`src/rtl/intc_bit_router_pkg.sv`:
```
package intc_bit_router_pkg;

    // bit 0 = status, bit 1 = pending
    typedef enum logic [1:0] {
        LS_IDLE        = 2'b00,
        LS_RAISED      = 2'b01,
        LS_HELD        = 2'b10,
        LS_RAISED_HELD = 2'b11
    } line_state_e;

    typedef enum logic [1:0] {
        EW_ZERO_IDLE = 2'd0,
        EW_GROW      = 2'd1,
        EW_UNMASK    = 2'd2,
        EW_MASK      = 2'd3
    } en_write_e;

endpackage

```
`src/rtl/irq_en_ctl.sv`:
```
module irq_en_ctl
    import intc_bit_router_pkg::*;
#(
    parameter int NSRC = 32,
    parameter int NOUT = 10
) (
    input  logic            clk,
    input  logic            rst_n,
    input  logic            we_i,
    input  logic [NSRC-1:0] wdata_i,
    output logic [NSRC-1:0] en_acc_o,
    output logic [NSRC-1:0] en_rd_o,
    output logic [NOUT-1:0] mask_o
);

    logic [NSRC-1:0] acc_q, wr_q, grown, change;
    logic [NOUT-1:0] mask_q;
    en_write_e       kind;

    always_comb begin
        grown  = acc_q | wdata_i;
        change = wr_q ^ wdata_i;
        if (wdata_i == '0 && acc_q == '0)
            kind = EW_ZERO_IDLE;
        else if (grown != acc_q)
            kind = EW_GROW;
        else if ((change & wdata_i) != '0)
            kind = EW_UNMASK;
        else
            kind = EW_MASK;
    end

    always_ff @(posedge clk) begin
        if (!rst_n) begin
            acc_q  <= '0;
            wr_q   <= '0;
            mask_q <= '0;
        end else if (we_i) begin
            wr_q <= wdata_i;
            unique case (kind)
                EW_ZERO_IDLE: ;
                EW_GROW:      acc_q  <= grown;
                EW_UNMASK:    mask_q <= mask_q & ~change[NOUT-1:0];
                EW_MASK:      mask_q <= mask_q | change[NOUT-1:0];
            endcase
        end
    end

    assign en_acc_o = acc_q;
    assign en_rd_o  = wr_q;
    assign mask_o   = mask_q;

endmodule

```
`src/rtl/irq_line_fsm.sv`:
```
module irq_line_fsm
    import intc_bit_router_pkg::*;
(
    input  logic clk,
    input  logic rst_n,
    input  logic fire_i,
    input  logic masked_i,
    input  logic ack_i,
    input  logic ack_all_i,
    output logic status_o,
    output logic irq_o
);

    line_state_e state_q, mid_state, nxt_state;
    logic        irq_q, mid_irq, nxt_irq;

    // state register
    always_ff @(posedge clk) begin
        if (!rst_n) state_q <= LS_IDLE;
        else        state_q <= nxt_state;
    end

    // output register
    always_ff @(posedge clk) begin
        if (!rst_n) irq_q <= 1'b0;
        else        irq_q <= nxt_irq;
    end

    always_comb begin
        mid_state = state_q;
        mid_irq   = irq_q;
        if (ack_i) begin
            unique case (state_q)
                LS_IDLE: begin
                    if (!ack_all_i) mid_irq = 1'b0;
                end
                LS_RAISED: begin
                    mid_state = LS_IDLE;
                    if (!ack_all_i) mid_irq = 1'b0;
                end
                LS_HELD, LS_RAISED_HELD: begin
                    if (ack_all_i) begin
                        mid_state = LS_HELD;
                    end else begin
                        mid_state = LS_RAISED;
                        mid_irq   = 1'b1;
                    end
                end
            endcase
        end

        nxt_state = mid_state;
        nxt_irq   = mid_irq;
        if (fire_i) begin
            unique case (mid_state)
                LS_IDLE: begin
                    if (masked_i) begin
                        nxt_state = LS_HELD;
                    end else begin
                        nxt_state = LS_RAISED;
                        nxt_irq   = 1'b1;
                    end
                end
                LS_RAISED: nxt_state = LS_RAISED_HELD;
                LS_HELD: begin
                    if (!masked_i) begin
                        nxt_state = LS_RAISED_HELD;
                        nxt_irq   = 1'b1;
                    end
                end
                LS_RAISED_HELD: nxt_state = LS_RAISED_HELD;
            endcase
        end
    end

    assign status_o = state_q[0];
    assign irq_o    = irq_q;

endmodule

```
`src/rtl/intc_bit_router.sv`:
```
module intc_bit_router #(
    parameter int NSRC = 32,
    parameter int NOUT = 10
) (
    input  logic            clk,
    input  logic            rst_n,
    input  logic [NSRC-1:0] src_i,
    input  logic            en_we_i,
    input  logic [NSRC-1:0] en_wdata_i,
    input  logic            st_we_i,
    input  logic [NSRC-1:0] st_wdata_i,
    output logic [NSRC-1:0] en_rd_o,
    output logic [NSRC-1:0] st_rd_o,
    output logic [NOUT-1:0] irq_o
);

    localparam logic [NSRC-1:0] ALL_ONES = {NSRC{1'b1}};

    logic [NSRC-1:0] en_acc;
    logic [NOUT-1:0] mask;
    logic [NOUT-1:0] status_bits;
    logic [NOUT-1:0] fire;
    logic            wr_live;
    logic            wr_all;

    irq_en_ctl #(.NSRC(NSRC), .NOUT(NOUT)) u_en (
        .clk      (clk),
        .rst_n    (rst_n),
        .we_i     (en_we_i),
        .wdata_i  (en_wdata_i),
        .en_acc_o (en_acc),
        .en_rd_o  (en_rd_o),
        .mask_o   (mask)
    );

    assign wr_live = st_we_i && (st_wdata_i != '0);
    assign wr_all  = (st_wdata_i == ALL_ONES);
    assign fire    = src_i[NOUT-1:0] & en_acc[NOUT-1:0];

    for (genvar g = 0; g < NOUT; g++) begin : g_line
        irq_line_fsm u_line (
            .clk       (clk),
            .rst_n     (rst_n),
            .fire_i    (fire[g]),
            .masked_i  (mask[g]),
            .ack_i     (wr_live && st_wdata_i[g]),
            .ack_all_i (wr_all),
            .status_o  (status_bits[g]),
            .irq_o     (irq_o[g])
        );
    end

    assign st_rd_o = NSRC'(status_bits);

endmodule

```
`config.mk`:
```
export PLATFORM = sky130hd
export DESIGN_NAME = intc_bit_router
export DESIGN_NICKNAME = d
export VERILOG_FILES = /design/src/rtl/intc_bit_router_pkg.sv /design/src/rtl/irq_en_ctl.sv /design/src/rtl/irq_line_fsm.sv /design/src/rtl/intc_bit_router.sv
export SDC_FILE = /design/constraint.sdc
export NUM_CORES = 1
export LEC_CHECK = 0
export BUFFER_PORTS_ARGS = -buffer_cell sky130_fd_sc_hd__buf_2
export CORE_AREA = 2 2 115 117
export DETAILED_ROUTE_END_ITERATION = 10
export DIE_AREA = 0 0 117 119
export PLACE_DENSITY = 0.79
export SYNTH_ARGS = -nofsm -noshare
export SYNTH_HDL_FRONTEND = slang
export SYNTH_SLANG_ARGS = --single-unit
```
`constraint.sdc`:
```
create_clock -name clk -period 2.44 [get_ports clk]
set_clock_uncertainty 0.1 [all_clocks]
set_input_delay 0.488 -clock clk [delete_from_list [all_inputs] [get_ports clk]]
set_output_delay 0.488 -clock clk [all_outputs]
set_load 0.05 [all_outputs]
```
After elaboration in Yosys (flattened, before gate mapping) --
Index checks and enable logic that the tools add are counted.
Word-level totals: input port bits 100, register bits after elaboration 104, word-level logic and storage cells 309, output and inout bits 74
Cells by class: bitwise gates (word level) 7, reduce and logical (&&, ||, !) cells 79, muxes and demuxes 135, equal/unequal tests 65
Operators by type and width (number):
- two-way mux 2 bit | 43
- equality test 2 bit (second input constant) | 42
- OR reduction 2 bit | 40
- zero test 32 bit | 2
- nonzero test 32 bit | 2
- two-way mux 1 bit | 61
- one-hot mux 2 bit (3 select lines) | 10
- equality test 2 x 1 -> 1 bit (second input constant) | 21
- zero test 2 bit | 20
- one-hot mux 2 bit (2 select lines) | 10
- bitwise AND 32 bit | 1
- equality test 32 bit (second input constant) | 1
- != test 32 bit | 1
- OR 32 bit | 1
- XOR 32 bit | 1
- bitwise AND 10 bit | 2
- one-hot mux 1 bit (2 select lines) | 10
- one-hot mux 10 bit (2 select lines) | 1
- logical AND 1 bit | 12
- inverter 10 bit | 1
- OR 10 bit | 1
- AND reduction 2 bit | 2
- nonzero test 2 bit | 1

Longest topological paths before layout --
depth after elaboration 9, gate-level depth with buffers 7, depth with buffers taken out 7

Modules after synthesis --
A second synthesis with hierarchy kept.
Unflattened totals: cell total of the unflattened synthesis 567, area, all modules 5466.5 um2
Modules (own cells, without submodules):
- irq_en_ctl | times used 1, seq. area each 1481.4 um2, cells each 373, area an instance 3677.3 um2
- irq_line_fsm | times used 10, seq. area each 60.1 um2, cells each 14, area an instance 142.6 um2
- intc_bit_router | times used 1, seq. area each 0.0 um2, cells each 54, area an instance 362.8 um2

Worst setup path before layout --
OpenSTA, ideal clock, no wires.
kind register to register, start point reg u_en.wr_q[4] (netlist: u_en.en_rd_o[4]), end point reg with a tool-made name, library setup time 78 ps, required time 2262 ps, slack 423 ps, clock period less this slack 2017 ps, arrival 1840 ps, cell stages (with the launch flop) 8, cell sequence dfxtp_1 -> inv_1 -> ha_1 -> nor4_1 -> o221ai_1 -> nor2_1 -> nand4_1 -> mux2i_1
RTL lines:
- start, declared | line irq_en_ctl.sv:16 | logic [NSRC-1:0] acc_q, wr_q, grown, change;
- start signal, assigned | line irq_en_ctl.sv:39 | wr_q <= wdata_i;

==> flow_summary.json <==
{
  "pwr-share-seq": 0.466,
  "grt_pass1_wl_mm": 22.7,
  "cts_setup_buffers": 0,
  "vias": 4917,
  "multiInputGateArea_um2": 2940,
  "vdd_drop_max_mv": 0.409,
  "run_status": "complete, no violations",
  "switching_share": 0.307,
  "min_period_ns": 2.13,
  "cts_sinks": 104,
  "holdPathEnd": "g_line[9].u_line.state_q[1]",
  "avgViaCountPerCell": 5.57,
  "wl_per_cell_um": 16.5,
  "ant_nets": 0,
  "p_comb_frac": 0.191,
  "grt_max_degree": 105,
  "ys_seq_area_frac": 0.375,
  "synth_area_um2": 5560,
  "slew-limit-headroom": 0.589,
  "numCtsBuffers": 9,
  "dieArea_um2": 13900,
  "htreeDepth": 3,
  "avgSynthCellArea_um2": 9.29,
  "final.fill_count": 1231,
  "die_h_um": 119,
  "ys_types": 36,
  "synth-async-reset-ratio": 0,
  "netSwitchingPower_w": 0.00122,
  "io_buffers": 129,
  "synthCells": 598,
  "clock.fmax_ghz": 0.470,
  "clkPwrFrac": 0.343,
  "synth_edf_count": 0,
  "critical_path_class": "flop to flop",
  "cts.clk_slew.worst_paths_ns": 0.08,
  "crit_path_top_delay_cell": "nor4_1",
  "final.setup.worst_slack_ns": 0.312,
  "start_util": 0.432,
  "antenna_found_initial": 0,
  "ys_ff_latch": 104,
  "p_leak_nw": 2.97,
  "cts_hold_buf": 0,
  "worst-path-max-fanout": 23,
  "grt_pass1_vias": 4618,
  "fin_crit_sh": 0.872,
  "cts_resized": 0,
  "worst_slew_pin_slew_ns": 0.617,
  "setup_viol": 0,
  "drt_pass1_iterations": 5,
  "p_int_w": 0.00275,
  "r2r_cells": 6,
  "slew_viol_final": 0,
  "grtUsageTotal": 0.207,
  "worst_setup_path_end_kind": "flop",
  "worstSkewPairLatency_ns": 0.34,
  "dieWidth_um": 117,
  "nNetsFinal": 811,
  "hold_path_startpoint": "st_wdata_i[9]",
  "drv_cap": 0,
  "whs_path_depth": 2,
  "max_stage_delay_ns": 0.45,
  "finalWirelength_mm": 14.5,
  "cp-start-kind": "flop",
  "critPathRequiredTime_ns": 2.61,
  "reg2reg_from": "u_en.en_acc_o[5]",
  "final_cell_mix": "buf_2 (129), dfxtp_1 (104), inv_1 (44)",
  "num_io_pins": 174,
  "cts_tree": "built",
  "cp.arrival_ns": 2.30,
  "regArea_um2": 2080,
  "hold_viol_final": 0,
  "crit_chain": "nor2b_1 > a2111oi_4 > nand4_2 > buf_4 > nor4_1 > mux2i_1",
  "root_buffer": "clkbuf_16",
  "yosys_most_used_dff": "dfxtp_1",
  "ys_warn_count": 0,
  "rsz0062_at_grt": "false",
  "n_antenna_cell": 0,
  "final_common_cell": "buf_2",
  "clk_path_buf_depth": 2,
  "drc": 0,
  "area_growth_pct": 16.4,
  "power_density_nw_per_um2": 613,
  "post-dp-hpwl_mm": 10.8,
  "drive_gt1_frac": 0.237,
  "gp_congestion": 0.916,
  "coreArea_um2": 12900,
  "min_path_type": "primary input to flop",
  "rows": 42,
  "gr-total-overflow": 0,
  "r2r_setup_slack_ns": 0.31,
  "first_iter_violations": 351,
  "fin_tns_setup_ns": 0,
  "place_ws_ns": 0.0885
}
==> area by class of cell <==
cell class                 instances  share of cell area
multi-input combinational        397               0.455
clock buffer                      10              0.0369
tap                              176              0.0340
clock inverter                     6             0.00658
inverter                          44              0.0255
sequential                       104               0.322
timing repair buffer             145               0.120
==> metrics by stage <==
stage | util | instances | total power, W | hold slack [ns] | cell area [um^2]
after global routing | 0.503 | 882 | 0.00414 | 0.304 | 6470
after global placement | 0.481 | 866 | 0.00263 | 0.374 | 6190
after CTS | 0.503 | 882 | 0.00399 | 0.292 | 6470
final | 0.503 | 882 | 0.00396 | 0.296 | 6470
after detailed placement | 0.481 | 866 | 0.00264 | 0.379 | 6190
after floorplan | - | 619 | 0.00243 | 0.354 | 5640
==> metal layers <==
metal | global-route usage | up-vias | wire (um)
met5 | 0 | - | 0
met4 | 0.0713 | 0 | 335
met3 | 0.0514 | 24 | 1230
met2 | 0.325 | 241 | 6690
met1 | 0.277 | 2303 | 6270
li1 | - | 2349 | -
==> critical path: cells and delay by family, from the launching register on <==
family / cells / cell delay (ns)
flops: 1 / 0.43
buf+inv: 1 / 0.24
mux: 1 / 0.25
simple gates: 3 / 0.70
compound gates: 1 / 0.34
==> Yosys cell counts (all sizes together), types with 2 or more instances <==
master / n / share of area
inv: 44 / 0.030
nor3: 11 / 0.0099
nor4: 39 / 0.045
o311ai: 10 / 0.016
o2111a: 6 / 0.012
ha: 10 / 0.023
nor2: 11 / 0.0074
o211a: 30 / 0.054
o31a: 20 / 0.032
nand4: 17 / 0.021
and4: 10 / 0.016
a2111oi: 2 / 0.0099
o21a: 31 / 0.042
a31oi: 20 / 0.023
o211ai: 2 / 0.0027
a21boi: 12 / 0.016
o22ai: 9 / 0.010
dfxtp: 104 / 0.37
mux2i: 42 / 0.076
nand2: 22 / 0.015
clkbuf: 27 / 0.018
nand2b: 27 / 0.030
buf: 47 / 0.062
nor2b: 38 / 0.043
==> worst max-delay path by stage <==
stage	from	to	slack, ns	depth (start not counted)
2_1_floorplan	u_en.en_rd_o[4]	flop	0.42	7
3_3_place_gp	st_wdata_i[19]	g_line[5].u_line.irq_o	0.11	6
3_5_place_dp	en_wdata_i[5]	flop	0.09	7
4_1_cts	u_en.en_acc_o[5]	flop	0.34	6
5_1_grt	u_en.en_acc_o[5]	flop	0.23	6
6_report	u_en.en_acc_o[5]	flop	0.31	6
==> cell families after synthesis <==
logic type,share of synthesized area
AOI/OAI and AO/OA,0.225
adders and majority gates,0.0225
buffers and inverters,0.110
DFF,0.375
muxes,0.0757
other,0.000675
and+or+nand+nor,0.192
==> power by group through the flow <==
stage	Sequential (W)	Clock, W	Combinational, W
final	0.00185	0.00136	0.000755
after global routing	0.00186	0.00147	0.000812
after CTS	0.00185	0.00139	0.000756
after detailed placement	0.00188	0	0.000753
after global placement	0.00188	0	0.000745
after floorplan	0.00197	0	0.000459
==> flip-flops by register name (all words and copies together), names as in the netlist, named ones only <==
| signal | flops |
|---|---|
| g_line.u_line.irq_o | 10 |
| u_en.en_acc_o | 32 |
| u_en.en_rd_o | 32 |
| g_line.u_line.state_q | 20 |
(Power assumes the default switching activity.)
